--- config.mk ---
export PLATFORM = sky130hd
export DESIGN_NAME = loopcode_detector
export DESIGN_NICKNAME = d
export VERILOG_FILES = /design/src/rtl/lcd_pkg.sv /design/src/rtl/lcd_history.sv /design/src/rtl/lcd_code_match.sv /design/src/rtl/lcd_irq.sv /design/src/rtl/loopcode_detector.sv
export SDC_FILE = /design/constraint.sdc
export NUM_CORES = 1
export LEC_CHECK = 0
export BUFFER_PORTS_ARGS = -buffer_cell sky130_fd_sc_hd__buf_2
export CORE_ASPECT_RATIO = 1.2
export CORE_MARGIN = 5
export CORE_UTILIZATION = 33
export CTS_CLUSTER_SIZE = 10
export DETAILED_ROUTE_END_ITERATION = 7
export GPL_ROUTABILITY_DRIVEN = 0
export PLACE_DENSITY_LB_ADDON = 0.3
export SETUP_SLACK_MARGIN = 0.5
export SYNTH_ARGS = -nofsm -noshare
export SYNTH_HDL_FRONTEND = slang
export SYNTH_SLANG_ARGS = --single-unit
export TNS_END_PERCENT = 10
--- constraint.sdc ---
create_clock -name clk -period 3.2 [get_ports clk]
set_input_delay 0.32 -clock clk [delete_from_list [all_inputs] [get_ports clk]]
set_output_delay 0.32 -clock clk [all_outputs]
set_load 0.05 [all_outputs]
--- src/rtl/lcd_pkg.sv ---
package lcd_pkg;
   localparam int NUM_CODES = 2;
   localparam int MAX_PERIOD = 5;

   // index 0: activation code, index 1: release code
   function automatic int code_period(input int idx);
      return (idx == 0) ? 5 : 3;
   endfunction
endpackage

--- src/rtl/lcd_history.sv ---
module lcd_history #(
   parameter int DEPTH = 5
) (
   input  logic             clk,
   input  logic             rst_n,
   input  logic             bit_en,
   input  logic             rx_bit,
   output logic [DEPTH-1:0] hist
);
   if (DEPTH < 2) begin : g_bad_depth
      $error("lcd_history: DEPTH must be at least 2");
   end

   // hist[k] is the bit received k+1 enables ago
   always_ff @(posedge clk) begin
      if (!rst_n)      hist <= '0;
      else if (bit_en) hist <= {hist[DEPTH-2:0], rx_bit};
   end


   hist_hold_chk: assert property (@(posedge clk) disable iff (!rst_n)
      !bit_en |=> $stable(hist));
endmodule

--- src/rtl/lcd_code_match.sv ---
module lcd_code_match #(
   parameter int PERIOD    = 5,
   parameter int HOLD_BITS = 74112,
   localparam int CNT_W    = $clog2(HOLD_BITS + 1)
) (
   input  logic              clk,
   input  logic              rst_n,
   input  logic              bit_en,
   input  logic              rx_bit,
   input  logic [PERIOD-1:0] prev_bits,
   output logic              det
);
   localparam logic [CNT_W-1:0] LIMIT = CNT_W'(HOLD_BITS);

   if (PERIOD < 2) begin : g_bad_period
      $error("lcd_code_match: PERIOD must be at least 2");
   end
   if (HOLD_BITS < 1) begin : g_bad_hold
      $error("lcd_code_match: HOLD_BITS must be at least 1");
   end

   logic             conform;
   logic [CNT_W-1:0] run_cnt;

   assign conform = (rx_bit == prev_bits[PERIOD-1]) &&
                    ($countones(prev_bits) == 1);

   always_ff @(posedge clk) begin
      if (!rst_n)            run_cnt <= '0;
      else if (bit_en) begin
         if (!conform)             run_cnt <= '0;
         else if (run_cnt != LIMIT) run_cnt <= run_cnt + 1'b1;
      end
   end

   assign det = (run_cnt == LIMIT);


   break_clears_chk: assert property (@(posedge clk) disable iff (!rst_n)
      bit_en && !conform |=> !det);

   hold_keeps_chk: assert property (@(posedge clk) disable iff (!rst_n)
      det && bit_en && conform |=> det);

   idle_stable_chk: assert property (@(posedge clk) disable iff (!rst_n)
      !bit_en |=> $stable(run_cnt));
endmodule

--- src/rtl/lcd_irq.sv ---
module lcd_irq (
   input  logic clk,
   input  logic rst_n,
   input  logic stat_any,
   input  logic mask,
   input  logic ack,
   output logic irq
);
   logic stat_q;
   logic rise;

   always_ff @(posedge clk) begin
      if (!rst_n) stat_q <= 1'b0;
      else        stat_q <= stat_any;
   end

   assign rise = stat_any && !stat_q;

   // a new rise wins over an acknowledge in the same cycle
   always_ff @(posedge clk) begin
      if (!rst_n)           irq <= 1'b0;
      else if (rise && mask) irq <= 1'b1;
      else if (ack)          irq <= 1'b0;
   end


   rise_sets_chk: assert property (@(posedge clk) disable iff (!rst_n)
      rise && mask |=> irq);

   masked_rise_chk: assert property (@(posedge clk) disable iff (!rst_n)
      !irq && !(rise && mask) |=> !irq);

   sticky_chk: assert property (@(posedge clk) disable iff (!rst_n)
      irq && !ack |=> irq);

   ack_clears_chk: assert property (@(posedge clk) disable iff (!rst_n)
      ack && !(rise && mask) |=> !irq);
endmodule

--- src/rtl/loopcode_detector.sv ---
module loopcode_detector #(
   parameter int HOLD_BITS = 74112
) (
   input  logic clk,
   input  logic rst_n,
   input  logic bit_en,
   input  logic rx_bit,
   input  logic irq_mask,
   input  logic irq_ack,
   output logic act_det,
   output logic rel_det,
   output logic irq
);
   import lcd_pkg::*;

   logic [MAX_PERIOD-1:0] hist;
   logic [NUM_CODES-1:0]  det_vec;

   lcd_history #(.DEPTH(MAX_PERIOD)) u_hist (
      .clk    (clk),
      .rst_n  (rst_n),
      .bit_en (bit_en),
      .rx_bit (rx_bit),
      .hist   (hist)
   );

   for (genvar g = 0; g < NUM_CODES; g++) begin : g_code
      localparam int P = code_period(g);
      lcd_code_match #(.PERIOD(P), .HOLD_BITS(HOLD_BITS)) u_match (
         .clk       (clk),
         .rst_n     (rst_n),
         .bit_en    (bit_en),
         .rx_bit    (rx_bit),
         .prev_bits (hist[P-1:0]),
         .det       (det_vec[g])
      );
   end

   lcd_irq u_irq (
      .clk      (clk),
      .rst_n    (rst_n),
      .stat_any (|det_vec),
      .mask     (irq_mask),
      .ack      (irq_ack),
      .irq      (irq)
   );

   assign act_det = det_vec[0];
   assign rel_det = det_vec[1];


   reset_clear_chk: assert property (@(posedge clk)
      !rst_n |=> !act_det && !rel_det && !irq);
endmodule

Word-level counts from Yosys, hierarchy flattened
Index checks and enable logic that the tools add are counted.
{"block": "word_totals", "reg_bits": 41, "latchBits": 0, "ram_bits": 0, "mem_bits_ro": 0, "output_inout_bits": 3, "word_cells": 37, "memories": 0}
{"block": "classes", "n_addsub": 7, "mul": 0, "div": 0, "n_lt_le_gt_ge": 0, "eq_ne": 10, "shifts": 0, "mux": 6, "n_bitwise": 0, "n_reduce_logical": 9}
{"cell": "17-bit two-way mux", "n": 4}
{"cell": "32-bit by 1-bit adder with 32-bit output", "n": 2}
{"cell": "32-bit by 2-bit == test with 1-bit output, second input constant", "n": 2}
{"cell": "17-bit by 1-bit adder with 17-bit output, second input constant", "n": 2}
{"cell": "17-bit == test, second input constant", "n": 2}
{"cell": "17-bit != test, second input constant", "n": 2}
{"cell": "32-bit adder", "n": 1}
{"cell": "1-bit by 1-bit adder with 2-bit output", "n": 2}
{"cell": "1-bit logical AND", "n": 4}
{"cell": "2-bit != test, second input constant", "n": 2}
{"cell": "2-bit AND reduction", "n": 2}
{"cell": "1-bit == test", "n": 2}
{"cell": "1-bit two-way mux", "n": 2}
{"cell": "2-bit nonzero test", "n": 1}
{"cell": "2-bit OR reduction", "n": 1}
{"cell": "1-bit logical NOT", "n": 1}

Logic depth before layout (Yosys ltp)
Gate-level depths: netlist of the first run.
{"block": "depth", "ltp_word": 7, "mapped_depth": 10, "ltp_nobuf": 9}

Cells and area by module
A second synthesis of the first run with hierarchy kept.
{"block": "unflattened", "hier_cells": 301, "area_unflattened_um2": 2437.3}
{"module": "lcd_code_match (g_code[1].u_match)", "instances": 1, "cells_per_inst": 138, "area_each_um2": 1109.8}
{"module": "lcd_code_match (g_code[0].u_match)", "instances": 1, "cells_per_inst": 140, "area_each_um2": 1062.3}
{"module": "lcd_history", "instances": 1, "cells_per_inst": 16, "area_each_um2": 192.7}
{"module": "lcd_irq", "instances": 1, "cells_per_inst": 6, "area_each_um2": 66.3}
{"module": "loopcode_detector", "instances": 1, "cells_per_inst": 1, "area_each_um2": 6.3}

Worst setup path after synthesis of the first run
Ideal clock, no wire load.
{"block": "synth_path", "path_kind": "reg-to-reg", "from": "reg u_hist.hist[0]", "to": "reg g_code[0].u_match.run_cnt[0]", "arrival_ns": 2.372, "required_ns": 3.135, "slack_ns": 0.763, "stages_incl_launch_ff": 11, "path_buffers": 1, "path_cell_list": "dfxtp_1 -> ha_1 -> xor2_1 -> ha_1 -> a21oi_1 -> fa_1 -> nand3_1 -> o21ai_0 -> nand2_1 -> clkbuf_1 -> nor2_1"}
{"block": "synth_via", "elab_chain_cells": 7, "elab_cells_between_ends": 8, "cone_classes": "add/sub (3); eq/ne (2); mux (1); reduce/logical (2)"}
{"item": "start, declared", "line_no": "lcd_history.sv:8", "text": "output logic [DEPTH-1:0] hist"}
{"item": "start signal, assigned", "line_no": "lcd_history.sv:17", "text": "else if (bit_en) hist <= {hist[DEPTH-2:0], rx_bit};"}
{"item": "1-bit by 1-bit adder with 2-bit output (not written as such) (*)", "line_no": "lcd_code_match.sv:26", "text": "($countones(prev_bits) == 1);"}
{"item": "32-bit adder (not written as such) (*)", "line_no": "lcd_code_match.sv:26"}
{"item": "32-bit by 1-bit adder with 32-bit output (not written as such) (*)", "line_no": "lcd_code_match.sv:26"}
{"item": "32-bit by 2-bit == test with 1-bit output (*)", "line_no": "lcd_code_match.sv:26"}
{"item": "1-bit logical AND (*)", "line_no": "lcd_code_match.sv:25", "text": "assign conform = (rx_bit == prev_bits[PERIOD-1]) &&"}
{"item": "2-bit != test (no line)"}
{"item": "2-bit AND reduction (no line)"}
{"item": "end signal, assigned", "line_no": "lcd_code_match.sv:32", "text": "else if (run_cnt != LIMIT) run_cnt <= run_cnt + 1'b1;"}
{"item": "end, declared", "line_no": "lcd_code_match.sv:23", "text": "logic [CNT_W-1:0] run_cnt;"}
Every way passes the cells marked *; elsewhere a longest branch is shown, timed or not.
A chain may end at the register's enable or synchronous reset.

Worst setup path in the final report of the first run
{"block": "layout_path", "from": "reg u_hist.hist[0]", "to": "reg g_code[0].u_match.run_cnt[13]"}
Same word-level chain as after synthesis.

==> impl_metrics.json, run 1 <==
{
  "status": "complete, no violations",
  "p_leak_nw": 0.843,
  "reg2reg_slack_ps": 770,
  "grt_max_degree": 19,
  "first_pass_iters": 4,
  "vias": 1780,
  "nets": 274,
  "setup-tns-final_ps": 0,
  "initial_core_util_pct": 33.8,
  "critPathKind": "reg2reg",
  "portBuffers": 8,
  "drive_gt1_share_pct": 8.88,
  "setup.worst_path.start": "u_hist.hist[0]$_SDFFE_PN0P_",
  "num_io_pins": 9,
  "ys_seq_area_share_pct": 37.9,
  "antenna_found_initial": 0,
  "cts_max_path_buffers": 2,
  "hold_viol_final": 0,
  "rr_worst_depth": 9,
  "rsz0062_at_grt": "no",
  "postSynthCellCount": 251,
  "synth_commonest_cells": "dfxtp_1 (41), inv_1 (18), nand3_1 (18), nor2_1 (18), a21oi_1 (15)",
  "critPathCapture": "g_code[0].u_match.run_cnt[13]$_SDFFE_PN0P_",
  "clock_sinks": 41,
  "cts_tree": "done",
  "final.setup_skew_ps": 6.66,
  "clk-insertion-delay-late_ps": 290,
  "synth_flop_cell": "dfxtp_1",
  "cp-end-kind": "register",
  "area_growth_pct": 11.2,
  "fp.dieH_um": 98.8,
  "synth_cell_types": 39,
  "fin_cells": 344,
  "antenna_cells": 0,
  "fp-row-count": 32,
  "yosys_warnings": 0,
  "ctsRootBufferMaster": "clkbuf_8",
  "relSlewSlack_pct": 55.8,
  "synth_top_area_cell": "dfxtp_1",
  "hpwl_um": 3140,
  "cap_violations": 0,
  "yosysTopAreaCellShare_pct": 37.9,
  "ys_seq_elements": 41,
  "cp-start-kind": "register",
  "clkSlewWorstSetupHoldPaths_ps": 80,
  "cts.hold.buffers_added": 0,
  "antenna_left": 0,
  "setup_violations": 0,
  "die_area_um2": 8300,
  "placedCellCount": 336,
  "grt-ovfl-total": 0,
  "max-vdd-ir-drop_uv": 300,
  "critPathMaxFanout": 15,
  "critical_path_arrival_ps": 2650,
  "fp.dieW_um": 84.0,
  "period_share_pct": 76.0,
  "synth_edf_count": 0,
  "worst_slew_pin_slew_ps": 654,
  "slew_violations": 0,
  "async_reset_ff_share_pct": 0,
  "syn_nets": 267,
  "synth_area_leaders": "dfxtp_1 (38%), ha_1 (4.6%), mux2i_1 (4.6%), nand3_1 (4.2%), xnor2_1 (4.0%)",
  "syn_area_per_cell_um2": 8.64,
  "drtIter0Drc": 58,
  "viasPerCell": 5.17,
  "worstReg2RegStart": "u_hist.hist[0]$_SDFFE_PN0P_",
  "grt_pass1_vias": 1669,
  "hold_class": "in2reg",
  "coreArea_um2": 6410,
  "htree_num_levels": 2,
  "max_freq_mhz": 411,
  "grt_use_total_pct": 11.2,
  "cp.required_ps": 3420,
  "yosysMostFrequentCell": "dfxtp_1",
  "cts_buffers": 5,
  "grt_pass1_wl_um": 7670,
  "r2r_end": "g_code[0].u_match.run_cnt[13]$_SDFFE_PN0P_",
  "power_density_nw_per_um2": 414,
  "wire_per_inst_um": 12.7,
  "drc": 0,
  "finalCriticalPeriod_ps": 2430,
  "synth_area_um2": 2170,
  "wl_um": 4360
}
## power breakdown
part / leakage, nW / internal [mW] / switching (mW)
Combinational: 0.454 / 0.0189 / 0.0335
Clock: 0.0585 / 0.254 / 0.174
Sequential: 0.331 / 0.513 / 0.00434
## metrics by stage
step / area [um2] / worst slack [ps] / total power [mW] / util, % / hold WS [ps]
6_report: 2410 / 769 / 0.999 / 37.6 / 338
3_5_place_dp: 2290 / 389 / 0.582 / 35.7 / 477
2_1_floorplan: 2170 / 763 / 0.567 / - / 453
5_1_grt: 2410 / 509 / 1.05 / 37.6 / 336
4_1_cts: 2410 / 512 / 1.02 / 37.6 / 331
3_3_place_gp: 2290 / 491 / 0.581 / 35.7 / 467
## placed cells by master (no fill, tap or decap), types with 9 or more instances in the layout
cell type	count
nor2_1	18
dfxtp_1	41
nand4_1	12
xnor2_1	10
a21oi_1	15
nand3_1	18
inv_1	18
mux2i_1	10
xor2_1	9
nand2_1	13
## layer usage
metal,up-vias,track usage [%],routed length [um]
li1,916,-,-
met1,841,13.6,2020
met2,18,18.9,2180
met3,5,3.09,100
met4,0,3.71,59
met5,-,0,0
## what timing repair did
action / CTS / global route
gates resized for setup: 1 / 2
setup endpoints to repair: 15 / 15
pin swaps: 0 / 0
setup buffers: 0 / 0
## sequential cells by signal (all words and copies together), names as in the netlist
| name | flops |
|---|---|
| u_irq.irq | 1 |
| u_irq.stat_q | 1 |
| g_code.u_match.run_cnt | 34 |
| u_hist.hist | 5 |
## area by class of cell
type	count	area (um2)
inverter	19	71.3
tap	85	106
timing repair buffer	9	47.5
clock inverter	1	30.0
multi-input combinational	182	1250
sequential	41	821
fill	681	4000
clock buffer	7	86.3
## critical path, stage by stage, from the launching register on
cell	delay (ps)
dfxtp_1	340
ha_1	340
xor2_1	170
ha_1	160
a21oi_1	50
fa_1	520
nand3_1	70
o21ai_1	370
nand2_4	200
a21oi_1	150
## kinds of logic after synthesis
kind of cell	after synthesis	synth area share (%)
compound gates	33	8.89
xor+xnor	19	7.67
fa+ha+maj	10	6.46
buf+inv	28	4.90
flops	41	37.9
mux	10	4.62
simple gates	110	29.6
## worst min-delay path by stage
stage,startpoint,to,slack (ps),cells after the start
after floorplan,g_code[0].u_match.run_cnt[16]$_SDFFE_PN0P_,g_code[0].u_match.run_cnt[16]$_SDFFE_PN0P_,450,2
after global placement,g_code[0].u_match.run_cnt[16]$_SDFFE_PN0P_,g_code[0].u_match.run_cnt[16]$_SDFFE_PN0P_,470,2
after detailed placement,g_code[1].u_match.run_cnt[16]$_SDFFE_PN0P_,g_code[1].u_match.run_cnt[16]$_SDFFE_PN0P_,480,2
after CTS,irq_ack,u_irq.irq$_SDFFE_PN0P_,330,3
after global routing,irq_ack,u_irq.irq$_SDFFE_PN0P_,340,3
final,irq_ack,u_irq.irq$_SDFFE_PN0P_,340,3
No activity file was read; power rests on OpenSTA's default activity.
==> run 2, diff against run 1 <==
- ABC_AREA: default -> 1
- clock period: 3.2 -> 2.2 ns (I/O delays scaled with it)
==> run 2 against run 1 <==
  * The run now ends with negative setup slack left
  * Design area is 30% higher
  * Worst hold slack got worse by 190 ps
  * Flip-flop and latch count unchanged
  * Clock power is 54% higher
  * Core utilization is 2.9 points higher
  * Critical endpoint is now g_code[0].u_match.run_cnt[16]$_SDFFE_PN0P_
==> impl_metrics.json, run 2 <==
{
  "status": "complete, but fails checks",
  "violations": "negative setup slack",
  "top_register": "g_code.u_match.run_cnt",
  "vias": 2412,
  "cp_top_family": "adder cells",
  "seqPwrFrac_pct": 46.3,
  "cts_tree": "done",
  "synth_area_um2": 2630,
  "cts.hold.buffers_added": 0,
  "async_reset_ff_share_pct": 0,
  "synth_area_leaders": "dfxtp_1 (31%), nand2_1 (16%), nor2_1 (12%), inv_1 (6.0%), a21oi_1 (4.2%)",
  "worstReg2RegStart": "u_hist.hist[1]$_SDFFE_PN0P_",
  "yosysMostFrequentCell": "nand2_1",
  "ys_seq_area_share_pct": 31.3,
  "fp.dieW_um": 91.4,
  "synth_top_area_cell": "dfxtp_1",
  "p_leak_nw": 1.20,
  "area_growth_pct": 19.0,
  "worstPathCellList": "ha_4, xor2_2, ha_2, a21oi_2, fa_1, nand3_2, a21oi_4, nand3_4, nand3_1, nand2_1, nand2_2, nor2_2",
  "critical_path_arrival_ps": 2540,
  "antenna_found_initial": 0,
  "grt_use_total_pct": 12.3,
  "hpwl_um": 4220,
  "grt_pass1_vias": 2357,
  "drive_gt1_share_pct": 22.2,
  "period_share_pct": 106,
  "layout_setup_ws_ps": -136,
  "max_freq_mhz": 428,
  "synth_flop_cell": "dfxtp_1",
  "grt_pass1_wl_um": 10100,
  "power_density_nw_per_um2": 530,
  "fp.dieH_um": 108,
  "critPathMaxFanout": 8,
  "cp.required_ps": 2400,
  "max-vdd-ir-drop_uv": 313,
  "clkPwrFrac_pct": 39.9,
  "wl_um": 5710,
  "grt-ovfl-total": 0,
  "setup_violations": 17,
  "synth_commonest_cells": "nand2_1 (112), nor2_1 (81), inv_1 (42)",
  "htree_num_levels": 2,
  "viasPerCell": 4.64,
  "cts_max_path_buffers": 2,
  "slowest_delay_ps": 490,
  "wire_per_inst_um": 11.0,
  "first_pass_iters": 4,
  "coreArea_um2": 7710,
  "hold_viol_final": 0,
  "syn_area_per_cell_um2": 6.45,
  "hold_class": "in2reg",
  "drc": 0,
  "cp-start-kind": "register",
  "postLayoutCellArea_um2": 3120,
  "clk-insertion-delay-late_ps": 300,
  "cp-end-kind": "register",
  "rsz0062_at_grt": "yes",
  "biggestRegsByFlops": "g_code.u_match.run_cnt: 34 flops, u_hist.hist: 5 flops",
  "slew_violations": 0,
  "finalCriticalPeriod_ps": 2340,
  "cts_buffers": 5,
  "cap_violations": 0,
  "antenna_left": 0,
  "nets": 443,
  "layout_commonest_cell": "nand2_1",
  "worstHoldStart": "irq_mask",
  "fillers": 829,
  "cp_num_buf_inv": 0,
  "dpl_cell_area_um2": 2850,
  "clkSlewWorstSetupHoldPaths_ps": 90,
  "yosys_warnings": 0,
  "antenna_cells": 0,
  "critPathKind": "reg2reg",
  "largest_reg_flops": 34,
  "postSynthCellCount": 407,
  "drtIter0Drc": 73,
  "final.setup_skew_ps": 12.3,
  "synth_cell_types": 32,
  "fp-row-count": 35,
  "worst_slew_pin_slew_ps": 797,
  "ctsRootBufferMaster": "clkbuf_8",
  "ys_seq_elements": 41,
  "yosysTopAreaCellShare_pct": 31.3,
  "num_io_pins": 9,
  "syn_nets": 423,
  "synth_edf_count": 0,
  "pwr-share-comb_pct": 13.8,
  "grt_max_degree": 36,
  "initial_core_util_pct": 34.1,
  "swShare_pct": 26.8,
  "clock_sinks": 41,
  "setup.worst_path.start": "u_hist.hist[1]$_SDFFE_PN0P_",
  "portBuffers": 8,
  "relSlewSlack_pct": 46.9,
  "post-route-util_pct": 40.5,
  "switchingPower_mw": 0.443,
  "internal_power_mw": 1.21,
  "final_cell_mix": "nand2_1 (107), nor2_1 (76), inv_1 (37), dfxtp_1 (35), nand3_1 (21)",
  "die_area_um2": 9850,
  "critical-path-slowest-cell": "fa_1"
}
==> run 2: layout make-up <==
class / instances / area (um2) / share of cell area [%]
Clock buffer: 6 / 82.6 / 2.64
Inverter: 49 / 189 / 6.05
Clock inverter: 2 / 37.5 / 1.20
Tap cell: 92 / 115 / 3.68
Sequential cell: 41 / 828 / 26.5
Timing Repair Buffer: 19 / 146 / 4.69
Multi-Input combinational cell: 311 / 1730 / 55.2
==> run 2: worst min-delay path, stage by stage <==
cell and delay (ps):
buf_2 70, nand3b_1 70, nand2_1 50
==> run 2: logic make-up (layout without fill, tap and decap cells) <==
logic type | Yosys count | after routing | share of synthesized area, %
fa+ha+maj | 10 | 10 | 5.34
compound gates | 37 | 37 | 8.72
flops | 41 | 41 | 31.3
simple gates | 255 | 255 | 43.4
buf+inv | 55 | 76 | 8.34
xor+xnor | 9 | 9 | 3.00
==> run 2: per-layer routing <==
layer | track usage, % | vias up | wire length, um
li1 | - | 1311 | -
met1 | 14.4 | 1074 | 2730
met2 | 22.0 | 21 | 2780
met3 | 2.03 | 6 | 115
met4 | 4.82 | 0 | 86
met5 | 0 | - | 0
==> run 2: path summary, 6_finish.rpt <==
path	end	slack, ps	cells past startpoint
max	g_code[0].u_match.run_cnt[16]$_SDFFE_PN0P_	-140	12
min	u_irq.irq$_SDFFE_PN0P_	150	3
max reg2reg	g_code[0].u_match.run_cnt[16]$_SDFFE_PN0P_	-140	12
min reg2reg	u_irq.irq$_SDFFE_PN0P_	470	2
==> run 2: per-stage QoR <==
stage	setup TNS (ps)	hold WS, ps	total power [mW]	setup slack [ps]	std cells
finish	-1920	150	1.65	-136	520
global route	-4470	191	1.73	-297	520
CTS	-2390	147	1.66	-162	519
detailed placement	-4270	455	0.974	-294	510
global placement	-3260	456	0.972	-220	510
floorplan	-820	351	0.916	-67.5	407
==> run 2: timing repair <==
action,in CTS,in global routing
cloned,0,0
buffers inserted,1,1
endpoints found under the setup margin,36,37
pin swaps,22,16
gates resized for setup,27,15
==> run 2: power by group through the flow <==
stage,combinational (mW),clock [mW],sequential (mW)
final,0.228,0.660,0.766
after global routing,0.256,0.705,0.768
after CTS,0.217,0.676,0.766
after detailed placement,0.192,0,0.782
after global placement,0.191,0,0.781
after floorplan,0.136,0,0.780
==> run 3, diff against run 2 <==
- clock period: 2.2 -> 2.5 ns (I/O delays scaled with it)
==> run 3 against run 2 <==
  * Flip-flop and latch count unchanged
  * Via count up 0.25%
  * Sequential share of layout area is 0.82 points higher
  * First-iteration DRC count is 38% higher
  * Die area unchanged
  * Worst setup slack improved by 280 ps
  * Critical path type unchanged
  * Core utilization is 1.3 points lower
  * Wire length grew 1.2%
  * The run now ends clean
  * Worst hold slack better by 15 ps
  * Critical endpoint is now g_code[0].u_match.run_cnt[2]$_SDFFE_PN0P_
  * Clock-buffer cell count down 1
==> impl_metrics.json, run 3 (synthesis gave the netlist of run 2 again) <==
{
  "status": "complete, no violations",
  "hpwl_um": 4280,
  "postLayoutCellArea_um2": 3020,
  "pwr-share-comb_pct": 13.1,
  "fp-row-count": 35,
  "fp.dieH_um": 108,
  "setup_violations": 0,
  "switchingPower_mw": 0.376,
  "clkSlewWorstSetupHoldPaths_ps": 100,
  "num_io_pins": 9,
  "layout_commonest_cell": "nand2_1",
  "cts_tree": "done",
  "die_area_um2": 9850,
  "slew_violations": 0,
  "finalPower_mw": 1.41,
  "htree_num_levels": 2,
  "final_cell_mix": "nand2_1 (108), nor2_1 (80), inv_1 (42), dfxtp_1 (37), a21oi_1 (22)",
  "p_leak_nw": 1.17,
  "max-vdd-ir-drop_uv": 247,
  "fp.dieW_um": 91.4,
  "cp.required_ps": 2730,
  "viasPerCell": 4.67,
  "area_growth_pct": 15.1,
  "setup-tns-final_ps": 0,
  "clkPwrFrac_pct": 39.1,
  "drive_gt1_share_pct": 17.4,
  "cp-end-kind": "register",
  "clk-insertion-delay-late_ps": 310,
  "period_share_pct": 94.1,
  "grt_use_total_pct": 12.2,
  "dpl_cell_area_um2": 2790,
  "wl_um": 5770,
  "grt_pass1_wl_um": 10000,
  "final.setup_skew_ps": 15.8,
  "critPathKind": "reg2reg",
  "coreArea_um2": 7710,
  "initial_core_util_pct": 34.1,
  "clock_sinks": 41,
  "swShare_pct": 26.7,
  "antenna_cells": 0,
  "rsz0062_at_grt": "yes",
  "finalCriticalPeriod_ps": 2350,
  "grt_pass1_vias": 2325,
  "drc": 0,
  "hold_class": "in2reg",
  "antenna_found_initial": 0,
  "top_register": "g_code.u_match.run_cnt",
  "cts_buffers": 5,
  "portBuffers": 8,
  "internal_power_mw": 1.03,
  "drtIter0Drc": 101,
  "relSlewSlack_pct": 59.1,
  "cap_violations": 0,
  "hold_viol_final": 0,
  "nets": 441,
  "vias": 2418,
  "biggestRegsByFlops": "g_code.u_match.run_cnt: 34 flops, u_hist.hist: 5 flops",
  "first_pass_iters": 4,
  "wire_per_inst_um": 11.1,
  "critical_path_arrival_ps": 2580,
  "power_density_nw_per_um2": 466,
  "grt-ovfl-total": 0,
  "worst_slew_pin_slew_ps": 613,
  "largest_reg_flops": 34,
  "max_freq_mhz": 425,
  "seqPwrFrac_pct": 47.8,
  "cts_max_path_buffers": 2,
  "ctsRootBufferMaster": "clkbuf_8",
  "cp-start-kind": "register",
  "antenna_left": 0,
  "critPathMaxFanout": 5,
  "grt_max_degree": 26,
  "cts.hold.buffers_added": 0
}
==> run 3: cell count changes in the layout (fill, tap and decap cells not counted), sizes merged <==
cell	before	now
buf	19	17
clkbuf	6	5
clkinv	2	3
==> run 3: path summary, 6_finish.rpt <==
check | start | end | slack (ps) | cells after the start
setup / recovery | u_hist.hist[3]$_SDFFE_PN0P_ | g_code[0].u_match.run_cnt[2]$_SDFFE_PN0P_ | 150 | 12
hold reg to reg | u_irq.irq$_SDFFE_PN0P_ | u_irq.irq$_SDFFE_PN0P_ | 470 | 2
hold / removal | irq_mask | u_irq.irq$_SDFFE_PN0P_ | 160 | 3
setup reg to reg | u_hist.hist[3]$_SDFFE_PN0P_ | g_code[0].u_match.run_cnt[2]$_SDFFE_PN0P_ | 150 | 12
==> run 3: worst max-delay path, stage by stage (launching register included) <==
cell	delay, ps
dfxtp_2	350
ha_4	270
xor2_1	130
ha_1	150
a21oi_1	50
fa_1	500
nand3_2	80
a21oi_4	180
inv_2	90
buf_4	160
nor3_1	130
nand2_1	70
a21oi_1	110
==> run 3: metal layers <==
metal / up-vias / routed length (um) / GRT usage, %
li1: 1304 / - / -
met3: 5 / 125 / 2.59
met2: 24 / 2930 / 21.4
met5: - / 0 / 0
met1: 1085 / 2620 / 14.2
met4: 0 / 100 / 5.24
==> run 3: what timing repair did <==
action | CTS | global route
pin swaps | 3 | 20
buffers inserted | 2 | 1
endpoints found under the setup margin | 34 | 36
resized for setup | 11 | 12
==> run 3: power groups by stage <==
stage                     logic (mW)  clock network, mW  registers [mW]
after floorplan                0.114                  0           0.684
after global placement         0.154                  0           0.685
after detailed placement       0.157                  0           0.685
after CTS                      0.179              0.577           0.672
after global routing           0.203              0.602           0.675
final                          0.184              0.551           0.673
==> run 3: through the flow <==
stage | setup WS, ps | hold slack [ps] | util (%) | instances
after CTS | 140 | 158 | 38.8 | 517
after floorplan | 221 | 387 | - | 407
after global routing | -7.22 | 164 | 39.2 | 518
after detailed placement | 15.5 | 463 | 36.3 | 507
after global placement | 59.6 | 451 | 36.3 | 507
final | 146 | 165 | 39.2 | 518
==> run 3: layout make-up <==
| type | count | area, um2 |
|---|---|---|
| fill | 808 | 4690 |
| multi-input combinational | 311 | 1660 |
| sequential | 41 | 826 |
| inverter | 49 | 186 |
| timing repair buffer | 17 | 120 |
| tap | 92 | 115 |
| clock buffer | 5 | 68.8 |
| clock inverter | 3 | 46.3 |
